**config.mk**
```make
export PLATFORM = sky130hd
export DESIGN_NAME = acc_exec_unit
export DESIGN_NICKNAME = d
export VERILOG_FILES = /design/src/rtl/acc_pkg.sv /design/src/rtl/acc_decode.sv /design/src/rtl/acc_unary.sv /design/src/rtl/acc_binary.sv /design/src/rtl/acc_exec_unit.sv
export SDC_FILE = /design/constraint.sdc
export NUM_CORES = 1
export LEC_CHECK = 0
export CAP_MARGIN = 20
export CORE_MARGIN = 4
export CORE_UTILIZATION = 41
export CTS_CLUSTER_SIZE = 8
export DETAILED_ROUTE_END_ITERATION = 6
export DONT_BUFFER_PORTS = 1
export GPL_TIMING_DRIVEN = 1
export SYNTH_ARGS = -nofsm -noshare
export SYNTH_HDL_FRONTEND = slang
export SYNTH_SLANG_ARGS = --single-unit
```
**constraint.sdc**
```tcl
create_clock -name clk -period 5.8 [get_ports clk]
set_clock_uncertainty 0.15 [all_clocks]
set_input_delay 0.87 -clock clk [delete_from_list [all_inputs] [get_ports clk]]
set_output_delay 0.87 -clock clk [all_outputs]
set_load 0.02 [all_outputs]
```
**src/rtl/acc_pkg.sv**
```systemverilog
package acc_pkg;

  typedef enum logic [4:0] {
    OP_NONE, OP_CPL, OP_NEG,
    OP_SLA1, OP_SLA2, OP_SLA4,
    OP_RL, OP_RLC, OP_RR, OP_RRC,
    OP_SRA1, OP_SRA2, OP_SRA4, OP_SR,
    OP_XCH, OP_XCHN,
    OP_AND, OP_OR, OP_XOR,
    OP_ADD, OP_ADDC, OP_SUB, OP_SUBB
  } acc_op_e;

  typedef struct packed {
    logic c;
    logic s;
    logic z;
    logic ov;
  } acc_flags_t;

endpackage

```
**src/rtl/acc_decode.sv**
```systemverilog
module acc_decode
  import acc_pkg::*;
(
  input  logic [15:0] instr,
  output acc_op_e     op,
  output acc_flags_t  wmask
);
  localparam logic [7:0] IMPL_HI  = 8'h8A;
  localparam logic [3:0] GRP_NIB  = 4'hA;

  logic is_impl, is_pair;

  assign is_impl = (instr[15:8] == IMPL_HI) && (instr[3:0] == GRP_NIB);
  assign is_pair = (instr[11:8] == GRP_NIB) && (instr[14:12] != 3'b000);

  always_comb begin
    op = OP_NONE;
    if (is_impl) begin
      case (instr[7:4])
        4'b0001: op = OP_CPL;
        4'b1001: op = OP_NEG;
        4'b0010: op = OP_SLA1;
        4'b0011: op = OP_SLA2;
        4'b0110: op = OP_SLA4;
        4'b0100: op = OP_RL;
        4'b0101: op = OP_RLC;
        4'b1111: op = OP_SRA1;
        4'b1110: op = OP_SRA2;
        4'b1011: op = OP_SRA4;
        4'b1010: op = OP_SR;
        4'b1100: op = OP_RR;
        4'b1101: op = OP_RRC;
        4'b1000: op = OP_XCH;
        4'b0111: op = OP_XCHN;
        default: op = OP_NONE;
      endcase
    end else if (is_pair) begin
      case (instr[14:12])
        3'b001:  op = OP_AND;
        3'b010:  op = OP_OR;
        3'b011:  op = OP_XOR;
        3'b100:  op = OP_ADD;
        3'b101:  op = OP_SUB;
        3'b110:  op = OP_ADDC;
        3'b111:  op = OP_SUBB;
        default: op = OP_NONE;
      endcase
    end
  end

  // write enables, field order {c, s, z, ov}
  always_comb begin
    case (op)
      OP_CPL, OP_NEG, OP_AND, OP_OR, OP_XOR:       wmask = 4'b0110;
      OP_SLA1, OP_SLA2, OP_SLA4, OP_SR,
      OP_RLC, OP_RRC:                              wmask = 4'b1110;
      OP_SRA1, OP_SRA2, OP_SRA4:                   wmask = 4'b1010;
      OP_RL, OP_RR, OP_XCH, OP_XCHN:               wmask = 4'b0100;
      OP_ADD, OP_ADDC, OP_SUB, OP_SUBB:            wmask = 4'b1111;
      default:                                     wmask = 4'b0000;
    endcase
  end
endmodule

```
**src/rtl/acc_unary.sv**
```systemverilog
module acc_unary
  import acc_pkg::*;
#(
  parameter int W = 16
) (
  input  acc_op_e        op,
  input  logic [W-1:0]   a,
  input  logic           c_in,
  output logic [W-1:0]   res,
  output logic           c_out
);
  localparam int NBYTES = W / 8;
  localparam int HALF   = W / 2;

  logic [W-1:0] nib_sw;
  logic [W-1:0] half_sw;

  for (genvar g = 0; g < NBYTES; g++) begin : g_nib
    assign nib_sw[8*g +: 8] = {a[8*g +: 4], a[8*g+4 +: 4]};
  end

  assign half_sw = {a[HALF-1:0], a[W-1:HALF]};

  always_comb begin
    res   = a;
    c_out = c_in;
    case (op)
      OP_CPL:  res = ~a;
      OP_NEG:  res = -a;
      OP_SLA1: begin res = a << 1; c_out = a[W-1]; end
      OP_SLA2: begin res = a << 2; c_out = a[W-2]; end
      OP_SLA4: begin res = a << 4; c_out = a[W-4]; end
      OP_SRA1: begin res = $signed(a) >>> 1; c_out = a[0]; end
      OP_SRA2: begin res = $signed(a) >>> 2; c_out = a[1]; end
      OP_SRA4: begin res = $signed(a) >>> 4; c_out = a[3]; end
      OP_SR:   begin res = a >> 1; c_out = a[0]; end
      OP_RL:   res = {a[W-2:0], a[W-1]};
      OP_RR:   res = {a[0], a[W-1:1]};
      OP_RLC:  begin res = {a[W-2:0], c_in}; c_out = a[W-1]; end
      OP_RRC:  begin res = {c_in, a[W-1:1]}; c_out = a[0]; end
      OP_XCH:  res = half_sw;
      OP_XCHN: res = nib_sw;
      default: begin res = a; c_out = c_in; end
    endcase
  end
endmodule

```
**src/rtl/acc_binary.sv**
```systemverilog
module acc_binary
  import acc_pkg::*;
#(
  parameter int W = 16
) (
  input  acc_op_e        op,
  input  logic [W-1:0]   a,
  input  logic [W-1:0]   b,
  input  logic           c_in,
  output logic [W-1:0]   res,
  output logic           c_out,
  output logic           ov_out
);
  localparam int EW = W + 1;

  logic          is_sub;
  logic          cadd;
  logic [EW-1:0] ext;

  always_comb begin
    is_sub = (op == OP_SUB) || (op == OP_SUBB);
    cadd   = ((op == OP_ADDC) || (op == OP_SUBB)) ? c_in : 1'b0;
    if (is_sub)
      ext = {1'b0, a} - {1'b0, b} - {{W{1'b0}}, cadd};
    else
      ext = {1'b0, a} + {1'b0, b} + {{W{1'b0}}, cadd};
  end

  always_comb begin
    case (op)
      OP_AND:  res = a & b;
      OP_OR:   res = a | b;
      OP_XOR:  res = a ^ b;
      default: res = ext[W-1:0];
    endcase
    c_out = ext[W];
    if (is_sub)
      ov_out = (a[W-1] ^ b[W-1]) & (ext[W-1] ^ a[W-1]);
    else
      ov_out = ~(a[W-1] ^ b[W-1]) & (ext[W-1] ^ a[W-1]);
  end
endmodule

```
**src/rtl/acc_exec_unit.sv**
```systemverilog
module acc_exec_unit
  import acc_pkg::*;
#(
  parameter int W = 16
) (
  input  logic          clk,
  input  logic          rst,
  input  logic          issue,
  input  logic [15:0]   instr,
  input  logic [W-1:0]  acc_in,
  input  logic [W-1:0]  opnd_in,
  input  logic          c_in,
  input  logic          s_in,
  input  logic          z_in,
  input  logic          ov_in,
  output logic [W-1:0]  acc_q,
  output logic          c_q,
  output logic          s_q,
  output logic          z_q,
  output logic          ov_q,
  output logic          upd_q
);
  acc_op_e      op;
  acc_flags_t   wmask;
  acc_flags_t   old_f, calc_f, next_f;
  logic [W-1:0] u_res, b_res, next_acc;
  logic         u_c, b_c, b_ov, pair_op;

  acc_decode i_dec (
    .instr (instr),
    .op    (op),
    .wmask (wmask)
  );

  acc_unary #(.W(W)) i_un (
    .op    (op),
    .a     (acc_in),
    .c_in  (c_in),
    .res   (u_res),
    .c_out (u_c)
  );

  acc_binary #(.W(W)) i_bin (
    .op     (op),
    .a      (acc_in),
    .b      (opnd_in),
    .c_in   (c_in),
    .res    (b_res),
    .c_out  (b_c),
    .ov_out (b_ov)
  );

  assign pair_op = (op == OP_AND) || (op == OP_OR) || (op == OP_XOR) ||
                   (op == OP_ADD) || (op == OP_ADDC) ||
                   (op == OP_SUB) || (op == OP_SUBB);

  always_comb begin
    old_f     = '{c: c_in, s: s_in, z: z_in, ov: ov_in};
    next_acc  = pair_op ? b_res : u_res;
    calc_f.c  = pair_op ? b_c : u_c;
    calc_f.s  = next_acc[W-1];
    calc_f.z  = (next_acc == '0);
    calc_f.ov = b_ov;
    next_f    = (calc_f & wmask) | (old_f & ~wmask);
  end

  always_ff @(posedge clk) begin
    if (rst) begin
      acc_q <= '0;
      c_q   <= 1'b0;
      s_q   <= 1'b0;
      z_q   <= 1'b0;
      ov_q  <= 1'b0;
      upd_q <= 1'b0;
    end else begin
      upd_q <= issue;
      if (issue) begin
        acc_q <= next_acc;
        c_q   <= next_f.c;
        s_q   <= next_f.s;
        z_q   <= next_f.z;
        ov_q  <= next_f.ov;
      end
    end
  end
endmodule

```
**Yosys cells after proc, flatten, opt, wreduce, memory -nomap -nowiden**

Memories as Yosys holds them, arrays and structs flattened.
Cells that the tools add are included.

- Bits in read-only memories: 192
- Bits of input ports: 55
- Register bits: 21
- Output and inout port bits: 21
- Memories kept: 2

Memory list:

| memory | words | bits a word | read ports | clocked after memory_dff | write ports | RTL line | source |
|---|---|---|---|---|---|---|---|
| (name not given) | 32 | 4 | 1 | 0 | 0 | acc_decode.sv:53 | `case (op)` |
| (name not given) | 16 | 4 | 1 | 0 | 0 | acc_decode.sv:19 | `case (instr[7:4])` |

- Eq/ne operators: 32
- Muxes and demuxes: 11
- $add $sub $neg: 5
- Reduce and logical (&&, ||, !) cells: 14
- Bitwise gates (word level): 13

Operator list:

| operator | number |
|---|---|
| $pmux W16 S15 | 1 |
| $pmux W16 S3 | 1 |
| $eq A5 B4 Y1 const B | 8 |
| $eq A5 B5 Y1 const B | 7 |
| $pmux W5 S7 | 1 |
| $eq A5 B3 Y1 const B | 4 |
| $add A16 B16 Y17 | 1 |
| $add A17 B1 Y17 | 1 |
| $mux W17 | 1 |
| $sub A16 B16 Y17 | 1 |
| $sub A17 B1 Y17 | 1 |
| $and A16 B16 Y16 | 1 |
| $logic_not A16 Y1 | 1 |
| $mux W16 | 1 |
| $neg A16 Y16 | 1 |
| $not A16 Y16 | 1 |
| $or A16 B16 Y16 | 1 |
| $xor A16 B16 Y16 | 1 |
| $eq A3 B3 Y1 const B | 4 |
| $eq A5 B2 Y1 const B | 2 |
| $mux W5 | 2 |
| $and A4 B4 Y4 | 2 |
| $eq A4 B4 Y1 const B | 2 |
| $eq A8 B8 Y1 const B | 1 |
| 15 further kinds | 28 |

**Longest topological paths before layout**

Gate-level depths: netlist of the first run.

- Depth in word-level cells: 15
- Gate-level depth with buffers: 25

**Modules after synthesis**

Synthesis of the first run repeated with hierarchy kept, for this count alone.

- Cell total of the unflattened synthesis: 847
- Area total of the unflattened synthesis: 5,880.6 um2

Modules (own cells, without submodules):

| module | area an instance (um2) | cells each | times used |
|---|---|---|---|
| acc_binary | 2,730.1 | 407 | 1 |
| acc_unary | 1,672.9 | 256 | 1 |
| acc_exec_unit | 1,063.5 | 131 | 1 |
| acc_decode | 414.1 | 53 | 1 |

**Least setup slack after synthesis of the first run**

No wires, ideal clock.

- Path type: input to register
- From: input instr[4]
- To: register z_q
- Data required time: 5,566 ps
- Setup time: 84 ps
- Data arrival time: 5,876 ps
- Cell stages on the path: 24
- Buffers on the path: 4
- Setup slack: -310 ps
- Path through: inv_1 > ha_1 > or3b_1 > o211ai_2 > o21ba_4 > buf_4 > buf_2 > buf_2 > buf_2 > nand3_1 > inv_1 > fa_1 > ha_1 > o21ai_0 > a21oi_1 > or2_2 > a21o_1 > a211o_1 > a211o_1 > o31ai_1 > o22ai_1 > a2111o_1 > or4_1 > o31ai_2

- Longest elaborated chain between the ends: 13
- Elaborated cells between the ends (all ways): 45
- Those cells by class: 2 x add/sub; 22 x eq/ne; 6 x mux; 4 x bitwise; 9 x reduce/logical; 2 x memory

Ends and longest elaborated chain:

| item | RTL line | source |
|---|---|---|
| from (decl) | acc_exec_unit.sv:9 | `input logic [15:0] instr,` |
| $mem_v2 Z16 W4 * | -- |  |
| $mux W5 * | acc_decode.sv:18 | `if (is_impl) begin` |
| branches (longest 10 deep; another with $add A17 B1 Y17) | -- |  |
| $or A4 B4 Y4 * | acc_exec_unit.sv:64 | `next_f = (calc_f & wmask) \| (old_f & ~wmask);` |
| to (signal assigned) | acc_exec_unit.sv:81 | `z_q <= next_f.z;` |
| to (decl) | acc_exec_unit.sv:19 | `output logic z_q,` |

Mark *: on every way between the ends.
A chain may end at the register's enable or synchronous reset.

**Worst setup path in the final report of the first run**

Ends and elaborated chain as after synthesis.

==> flow_summary.json, run 1 <==
{
  "p_per_area_nw_per_um2": 115,
  "end_kind": "flop",
  "yosysWarningCount": 0,
  "final_nets": 985,
  "cts_tree": "built",
  "hold_class": "flop to flop",
  "synth_cells": 897,
  "path_clk_slew_ns": 0.06,
  "rsz0062_at_grt": "no",
  "post-route-min-period_ns": 5.41,
  "ctsResizeCount": 0,
  "grt_pass1_vias": 6730,
  "crit_arrival_ns": 5.44,
  "netlist_area_um2": 6280,
  "cts-hold-fix-buffers": 0,
  "diodes": 0,
  "ys_seq_area_share_pct": 6.70,
  "grt_pass1_wl_mm": 39.8,
  "cts-root-buf": "clkbuf_16",
  "setup_ws_ns": 0.386,
  "max_cap_viol_count": 0,
  "cts_inserted_buffers": 3,
  "post-cts-setup-buffers": 0,
  "cp_data_required_time_ns": 5.82,
  "setup.worst_path.start_class": "input pin",
  "nFillCells": 1582,
  "worst_slew_pin_slew_ns": 1.05,
  "detail-route-antenna-nets": 0,
  "dp_hpwl_mm": 19.9,
  "synth_compound_area_share_pct": 35.0,
  "synthSimpleGateAreaFrac_pct": 25.6,
  "yosys_register_bits": 21,
  "synth-async-reset-ratio_pct": 0,
  "grt-ovfl-total": 0,
  "synth_mux_area_share_pct": 4.15,
  "place_congestion": 1.01,
  "first_iter_violations": 987,
  "hold_viol": 0,
  "start_util_pct": 42.5,
  "final_cell_mix": "76 x nor2_1, 74 x nand2_1, 66 x a21oi_1, 66 x ha_1, 53 x inv_1",
  "die_area_um2": 17400,
  "cts-htree-levels": 1,
  "synthAdderAreaFrac_pct": 14.8,
  "vias": 7231,
  "hold_depth": 2,
  "startpoint": "instr[4]",
  "layout-drive-gt1-share_pct": 8.40,
  "hold_end": "acc_q[7]",
  "grt_max_degree": 42,
  "drc": 0,
  "fin_crit_sh_pct": 93.3,
  "die_y_um": 132,
  "ff2ff_path_depth": 3,
  "synth_edf_count": 0,
  "syn_avg_cell_area_um2": 7.00,
  "cts_sinks": 21,
  "io_pins": 76,
  "maxSlewViolCount": 0,
  "hp-start": "acc_q[7]",
  "fin_area_um2": 6430,
  "synth_top_family_by_area": "compound AO/OA/AOI/OAI gates",
  "route.detailed.wl_per_inst_um": 25.1,
  "antenna_found_initial": 0,
  "setup_viol": 0,
  "reg2reg_from": "c_q",
  "layout_commonest_cell": "nor2_1",
  "dr.pass1.iters": 7,
  "ys_types": 97,
  "rows": 44,
  "synth_xor_xnor_area_share_pct": 4.61,
  "crit_fanout": 3,
  "placed_cell_area_um2": 6350,
  "place_ws_ns": 0.257,
  "critPathKind": "input pin to flop",
  "timing.rr.end": "c_q",
  "cellLeakagePower_uw": 0.00251,
  "clockBufferDepth": 2,
  "max_freq_ghz": 0.185,
  "r2r_setup_slack_ns": 4.71,
  "relSlewSlack_pct": 29.8,
  "coreArea_um2": 14800,
  "io_buffers": 0,
  "grt_usage_pct": 28.3,
  "die_w_um": 132,
  "drt_wl_total_mm": 26.2,
  "vias_per_cell": 6.95,
  "synth_top_flop_cell": "dfxtp_1",
  "status": "completed",
  "peakVddDrop_v": 0.000125,
  "syn_to_final_growth_pct": 2.45,
  "fin_tns_setup_ns": 0,
  "insertion_delay_ns": 0.25,
  "synth_nets": 1024
}
==> logic make-up (layout without fill, tap and decap cells) <==
family,Yosys count,count (layout)
buffers and inverters,122,82
xor gates and xnor gates,33,33
and+or+nand+nor,311,311
AOI/OAI and AO/OA,312,312
DFF,21,21
adders and majority gates,72,72
muxes,26,26
==> cell type report <==
| cell class | instances | area [µm²] | area share (%) |
|---|---|---|---|
| clock buffers | 4 | 78.8 | 1.23 |
| inverters | 55 | 206 | 3.21 |
| multi-input cells | 754 | 5310 | 82.6 |
| flip-flops and latches | 21 | 420 | 6.54 |
| well taps | 184 | 230 | 3.58 |
| repair buffers | 23 | 185 | 2.88 |
==> stage by stage <==
stage / power (µW) / hold WS, ns / util [%] / std cells
after floorplan: 516 / 0.395 / - / 897
after global placement: 585 / 0.417 / 43.0 / 1037
after detailed placement: 587 / 0.420 / 43.0 / 1037
after CTS: 734 / 0.428 / 43.6 / 1041
after global routing: 791 / 0.444 / 43.6 / 1041
final: 740 / 0.424 / 43.6 / 1041
==> critical path, stage by stage <==
cell	delay (ns)
inv_1	0.05
ha_2	0.18
or3b_1	0.41
o211ai_2	0.14
o21ba_4	0.19
nand3_4	0.08
fa_1	0.41
fa_1	0.42
nor3_1	0.26
o21ai_0	0.17
xnor2_1	0.22
nor3_1	0.09
mux2i_1	0.14
o221ai_1	0.13
o22ai_1	0.41
o211ai_1	0.17
or4_1	0.44
or4_1	0.43
o31ai_2	0.23
==> per-layer routing <==
layer / GRT usage (%) / wire length (µm) / part of all wire [%] / up-vias
li1: - / - / - / 3299
met2: 43.0 / 11100 / 42 / 492
met1: 38.8 / 10600 / 41 / 3344
met3: 7.07 / 3170 / 12 / 96
met5: 0 / 0 / 0 / -
met4: 10.7 / 1290 / 4.9 / 0
==> Yosys cell counts (8+ instances only) <==
cell type  instances  area, µm²
a211oi_1          22        165
a21o_1             8       60.1
a21oi_1           66        330
a221oi_1          12        105
a22oi_1           11       82.6
a31oi_1           16        100
a32oi_1            8       70.1
buf_2             14       70.1
buf_4             10       75.1
clkbuf_1          33        124
dfxtp_1           21        420
ha_1              68        851
inv_1             54        203
mux2i_1           26        260
nand2_1           74        278
nand3_1           34        170
nand4_1           13       81.3
nor2_1            76        285
nor3_1            42        210
o211ai_1          12       90.1
o21a_1            11       82.6
o21ai_0           52        260
o22ai_1           12       75.1
or2_2             11       68.8
xnor2_1           25        219
xor2_1             8       70.1
==> where the power goes <==
part           total [µW]  switching [µW]  internal (µW)
Clock                 146            51.9           93.6
Combinational         420             249            172
Sequential            174            19.3            155
==> how the worst max path moves through the flow <==
stage,slack (ns),end,depth (start not counted)
2_1_floorplan,0.08,z_q,24
3_3_place_gp,0.31,z_q,19
3_5_place_dp,0.26,z_q,19
4_1_cts,0.50,z_q,19
5_1_grt,0.27,z_q,19
6_report,0.39,z_q,19
==> sequential cells by signal (all words and copies together), names as in the netlist <==
name   flops
c_q        1
z_q        1
s_q        1
upd_q      1
acc_q     16
ov_q       1
No activity file was read; power rests on OpenSTA's default activity.
==> inputs of run 2 (changes only) <==
--- a/config.mk
+++ b/config.mk
@@ -12,6 +12,7 @@
 export DETAILED_ROUTE_END_ITERATION = 6
 export DONT_BUFFER_PORTS = 1
 export GPL_TIMING_DRIVEN = 1
+export REMOVE_ABC_BUFFERS = 1
 export SYNTH_ARGS = -nofsm -noshare
 export SYNTH_HDL_FRONTEND = slang
 export SYNTH_SLANG_ARGS = --single-unit
==> flow_summary.json, run 2 (synthesis gave the netlist of run 1 again) <==
{
  "hold_class": "flop to flop",
  "grt_pass1_wl_mm": 40.8,
  "syn_to_final_growth_pct": 2.47,
  "cts-htree-levels": 1,
  "cts_inserted_buffers": 3,
  "ctsResizeCount": 0,
  "drt_wl_total_mm": 27.1,
  "nFillCells": 1562,
  "setup.worst_path.start_class": "input pin",
  "top_usage_layer": "met2",
  "reg2reg_from": "c_q",
  "worst_slew_pin_slew_ns": 0.997,
  "fin_tns_setup_ns": 0,
  "cellLeakagePower_uw": 0.00253,
  "die_w_um": 132,
  "clockBufferDepth": 2,
  "io_buffers": 0,
  "dr.pass1.iters": 6,
  "layout-drive-gt1-share_pct": 8.35,
  "crit_fanout": 3,
  "cts_tree": "built",
  "rows": 44,
  "rsz0062_at_grt": "no",
  "top_register": "acc_q",
  "vias_per_cell": 6.88,
  "start_util_pct": 42.5,
  "grt_max_degree": 42,
  "hold_viol": 0,
  "insertion_delay_ns": 0.25,
  "critPathKind": "input pin to flop",
  "max_cap_viol_count": 0,
  "cts-root-buf": "clkbuf_16",
  "post-route-min-period_ns": 5.46,
  "post-cts-setup-buffers": 0,
  "utilization_pct": 43.6,
  "antenna_found_initial": 0,
  "status": "completed",
  "vias": 7200,
  "grt.met3_usage_pct": 6.23,
  "met1_usage_pct": 39.9,
  "peakVddDrop_v": 0.000160,
  "io_pins": 76,
  "cts_sinks": 21,
  "cts-hold-fix-buffers": 0,
  "final_nets": 990,
  "drc": 0,
  "die_y_um": 132,
  "layout_commonest_cell": "nor2_1",
  "p_per_area_nw_per_um2": 114,
  "seqCellArea_um2": 420,
  "hold_end": "s_q",
  "place_congestion": 0.997,
  "grt_use_met2_pct": 45.0,
  "timing.rr.end": "c_q",
  "crit_arrival_ns": 5.47,
  "relSlewSlack_pct": 33.0,
  "ff2ff_path_depth": 3,
  "grt_usage_pct": 29.3,
  "die_area_um2": 17400,
  "route.detailed.wl_per_inst_um": 25.9,
  "r2r_setup_slack_ns": 4.72,
  "dp_hpwl_mm": 20.7,
  "final_cell_mix": "76 x nor2_1, 74 x nand2_1, 68 x ha_1",
  "end_kind": "flop",
  "multi_input_area_um2": 5290,
  "setup_viol": 0,
  "grt_pass1_vias": 6591,
  "coreArea_um2": 14800,
  "path_clk_slew_ns": 0.05,
  "largest_reg_flops": 16,
  "detail-route-antenna-nets": 0,
  "grt-ovfl-total": 0,
  "diodes": 0,
  "hold_depth": 2,
  "fin_crit_sh_pct": 94.1,
  "max_freq_ghz": 0.183,
  "hp-start": "s_q",
  "cp_data_required_time_ns": 5.81,
  "first_iter_violations": 1033,
  "maxSlewViolCount": 0,
  "fin_hold_ws_ns": 0.424
}
-- run 2: cell types whose count changed in the layout (fill, tap and decap cells not counted), sizes merged --
cell  change
buf       +5
-- run 2: power by group --
group | total (µW) | switching, µW | internal, µW
sequential | 174 | 19.2 | 155
clock | 141 | 47.7 | 93.4
combinational | 420 | 248 | 171
total | 735 | 315 | 419
-- run 2: per-stage QoR --
| step | cell area, µm² | worst slack (ns) | instances | power [µW] |
|---|---|---|---|---|
| final | 6430 | 0.343 | 1046 | 735 |
| after floorplan | 5910 | 0.138 | 830 | 484 |
| after detailed placement | 6350 | 0.0741 | 1042 | 585 |
| after global routing | 6430 | 0.0821 | 1046 | 785 |
| after global placement | 6350 | 0.134 | 1042 | 585 |
| after CTS | 6430 | 0.308 | 1046 | 728 |
-- run 2: worst max-delay path by stage --
stage | startpoint | endpoint | slack (ns) | cells after the start
final | instr[4] | z_q | 0.34 | 20
after global routing | instr[4] | z_q | 0.08 | 20
after floorplan | instr[4] | z_q | 0.14 | 20
after CTS | instr[4] | z_q | 0.31 | 20
after global placement | instr[4] | z_q | 0.13 | 20
after detailed placement | instr[4] | z_q | 0.07 | 20
-- run 2: final cells by class --
type | instances | area share [%]
clock buffer | 4 | 1.23
inverter | 55 | 3.21
multi-input combinational | 754 | 82.2
sequential | 21 | 6.54
tap | 184 | 3.58
timing repair buffer | 28 | 3.27
-- run 2: metal layers --
layer  vias up  wire, µm
li1       3309         -
met1      3332     11200
met2       463     11600
met3        96      3020
met4         0      1330
met5         -         0
-- run 2: worst max-delay path, stage by stage --
cell and delay (ns):
inv_1 0.05, ha_1 0.22, or3b_1 0.39, o211ai_2 0.14
o21ba_4 0.19, nand3_1 0.12, inv_1 0.10, fa_1 0.46
ha_1 0.20, o21ai_1 0.16, a21oi_1 0.10, or2_2 0.29
a21o_1 0.18, a211o_1 0.28, a211o_1 0.30, o31ai_1 0.20
o22ai_1 0.20, a2111o_1 0.41, or4_1 0.41, o31ai_2 0.19
==> inputs of run 3 (changes only) <==
--- a/config.mk
+++ b/config.mk
@@ -5,6 +5,7 @@
 export SDC_FILE = /design/constraint.sdc
 export NUM_CORES = 1
 export LEC_CHECK = 0
+export ABC_AREA = 1
 export CAP_MARGIN = 20
 export CORE_MARGIN = 4
 export CORE_UTILIZATION = 41
@@ -12,6 +13,7 @@
 export DETAILED_ROUTE_END_ITERATION = 6
 export DONT_BUFFER_PORTS = 1
 export GPL_TIMING_DRIVEN = 1
+export PLACE_DENSITY = 0.56
 export REMOVE_ABC_BUFFERS = 1
 export SYNTH_ARGS = -nofsm -noshare
 export SYNTH_HDL_FRONTEND = slang
==> flow_summary.json, run 3 <==
{
  "max_cap_viol_count": 0,
  "insertion_delay_ns": 0.25,
  "crit_arrival_ns": 4.89,
  "synth_top_flop_cell": "dfxtp_1",
  "yosysWarningCount": 0,
  "dr.pass1.iters": 6,
  "placed_cell_area_um2": 6290,
  "final_nets": 1238,
  "setup.worst_path.start_class": "input pin",
  "grt_max_degree": 27,
  "dp_cells": 1290,
  "post-route-min-period_ns": 4.85,
  "syn_to_final_growth_pct": 1.92,
  "relSlewSlack_pct": 27.9,
  "layout_commonest_cell": "nand2_1",
  "hold_class": "flop to flop",
  "hp-start": "c_q",
  "grt-ovfl-total": 0,
  "netlist_area_um2": 6250,
  "top_register": "acc_q",
  "dp_hpwl_mm": 18.9,
  "yosys.area.top_type_share_pct": 18.7,
  "final_cell_mix": "311 x nand2_1, 154 x inv_1, 146 x nor2_1",
  "p_per_area_nw_per_um2": 112,
  "ys_top_cells_by_count": "311 x nand2_1, 154 x inv_1, 146 x nor2_1, 85 x nand3_1, 68 x ha_1",
  "timing.rr.end": "acc_q[7]",
  "hold_viol": 0,
  "start_util_pct": 42.4,
  "first_iter_violations": 830,
  "cp_data_required_time_ns": 5.84,
  "drc": 0,
  "critPathKind": "input pin to flop",
  "synth_edf_count": 0,
  "crit_fanout": 17,
  "ctsResizeCount": 0,
  "yosys_register_bits": 21,
  "cellLeakagePower_uw": 0.00344,
  "die_y_um": 131,
  "cts-htree-levels": 1,
  "setup_viol": 0,
  "cts-hold-fix-buffers": 0,
  "end_kind": "flop",
  "largest_reg_flops": 16,
  "stdcell_count": 1294,
  "fin_tns_setup_ns": 0,
  "die_area_um2": 17300,
  "clockBufferDepth": 2,
  "diodes": 0,
  "detail-route-antenna-nets": 0,
  "fin_crit_sh_pct": 83.6,
  "coreArea_um2": 14800,
  "place_congestion": 0.994,
  "grt_pass1_wl_mm": 37.5,
  "ys_seq_area_share_pct": 6.73,
  "io_pins": 76,
  "route.detailed.wl_per_inst_um": 18.5,
  "rsz0062_at_grt": "no",
  "path_clk_slew_ns": 0.05,
  "yosysMostFrequentCell": "nand2_1",
  "max_freq_ghz": 0.206,
  "post-cts-setup-buffers": 0,
  "ys_types": 41,
  "r2r_setup_slack_ns": 4.84,
  "die_w_um": 131,
  "hold_end": "c_q",
  "yosys.area.top_type": "nand2_1",
  "rows": 44,
  "fin_area_um2": 6370,
  "antenna_found_initial": 0,
  "grt_pass1_vias": 6761,
  "cts_tree": "built",
  "io_buffers": 0,
  "reg2reg_from": "acc_q[7]",
  "yosys-top-cells-area": "nand2_1 19%, ha_1 14%, inv_1 9.2%, nor2_1 8.8%, nand3_1 6.8%",
  "ff2ff_path_depth": 4,
  "cts-root-buf": "clkbuf_16",
  "synth-async-reset-ratio_pct": 0,
  "syn_avg_cell_area_um2": 5.46,
  "vias_per_cell": 5.65,
  "hold_depth": 2,
  "cts_inserted_buffers": 3,
  "layout-drive-gt1-share_pct": 4.86,
  "grt_usage_pct": 26.5,
  "synth_cells": 1145,
  "cts_sinks": 21,
  "worst_slew_pin_slew_ns": 1.08,
  "maxSlewViolCount": 0,
  "status": "completed",
  "drt_wl_total_mm": 23.9,
  "peakVddDrop_v": 0.000125,
  "vias": 7317
}
## run 3: cell types whose count changed after synthesis, moves of 12 or more
cell / previous run / this run
xor2_1: 8 / 20
nor2_1: 76 / 146
nand3_1: 34 / 85
nand2_1: 74 / 311
xnor2_1: 25 / 5
nand2_2: 1 / 13
nor3_1: 42 / 14
mux2i_1: 26 / 0
o21ai_0: 52 / 64
a31oi_1: 16 / 4
inv_1: 54 / 154
nand4_1: 13 / 41
a211oi_1: 22 / 0
## run 3: stage by stage
stage / worst slack [ns] / hold WS, ns / utilization [%] / total power [µW]
final: 0.950 / 0.426 / 43.2 / 715
after global routing: 0.548 / 0.448 / 43.2 / 776
after CTS: 1.02 / 0.427 / 43.2 / 711
after detailed placement: 0.793 / 0.418 / 42.6 / 566
after global placement: 0.953 / 0.416 / 42.6 / 569
after floorplan: 1.35 / 0.389 / - / 474
## run 3: logic make-up (layout without fill, tap and decap cells)
kind of cell               count (synthesis)  count (layout)  synth area share, %
buffers and inverters                    206             171                 13.3
adders and majority gates                 72              72                 14.9
xor gates and xnor gates                  25              25                 3.50
DFF                                       21              21                 6.73
AOI/OAI and AO/OA                        183             183                 16.6
and+or+nand+nor                          638             638                 45.0
## run 3: critical path, cell delays in order
cell	delay, ns
inv_1	0.05
ha_1	0.31
inv_1	0.06
nand2_1	0.04
nand2_1	0.05
nand2_1	0.04
nand2_1	0.12
o21ai_4	0.18
nor3_1	0.38
inv_1	0.10
fa_1	0.42
ha_1	0.29
inv_1	0.04
o21ai_0	0.31
a21oi_1	0.22
or2_2	0.33
nand2_1	0.07
nand2_1	0.05
nand3_1	0.07
nand2_1	0.09
nand2_1	0.07
a21oi_1	0.06
a21oi_1	0.26
nand2_1	0.08
nor2_1	0.11
nand3_1	0.08
a21oi_1	0.12
## run 3: area by class of cell
cell class | instances | area (µm²)
clock buffer | 4 | 78.8
fill | 1682 | 8380
inverter | 163 | 612
multi-input combinational | 918 | 5000
tap | 184 | 230
sequential | 21 | 420
timing repair buffer | 4 | 30.0
## run 3: how the worst max path moves through the flow
| stage | startpoint | end | slack, ns | depth (start not counted) |
|---|---|---|---|---|
| 5_1_grt | instr[4] | z_q | 0.55 | 28 |
| 3_3_place_gp | instr[4] | z_q | 0.95 | 27 |
| 3_5_place_dp | instr[4] | z_q | 0.79 | 27 |
| 6_report | instr[4] | z_q | 0.95 | 27 |
| 4_1_cts | instr[4] | z_q | 1.02 | 27 |
| 2_1_floorplan | instr[4] | z_q | 1.35 | 27 |
## run 3: report_power, final
group	switching, µW	internal, µW
sequential	21.3	156
combinational	257	137
clock	49.5	93.5
## run 3: layer usage
layer  up-vias  part of all wire, %  track usage [%]
li1       3642                    -                -
met4         0                  3.4             8.93
met3        69                  9.3             4.20
met5         -                    0                0
met2       383                   43             41.6
met1      3223                   44             36.9
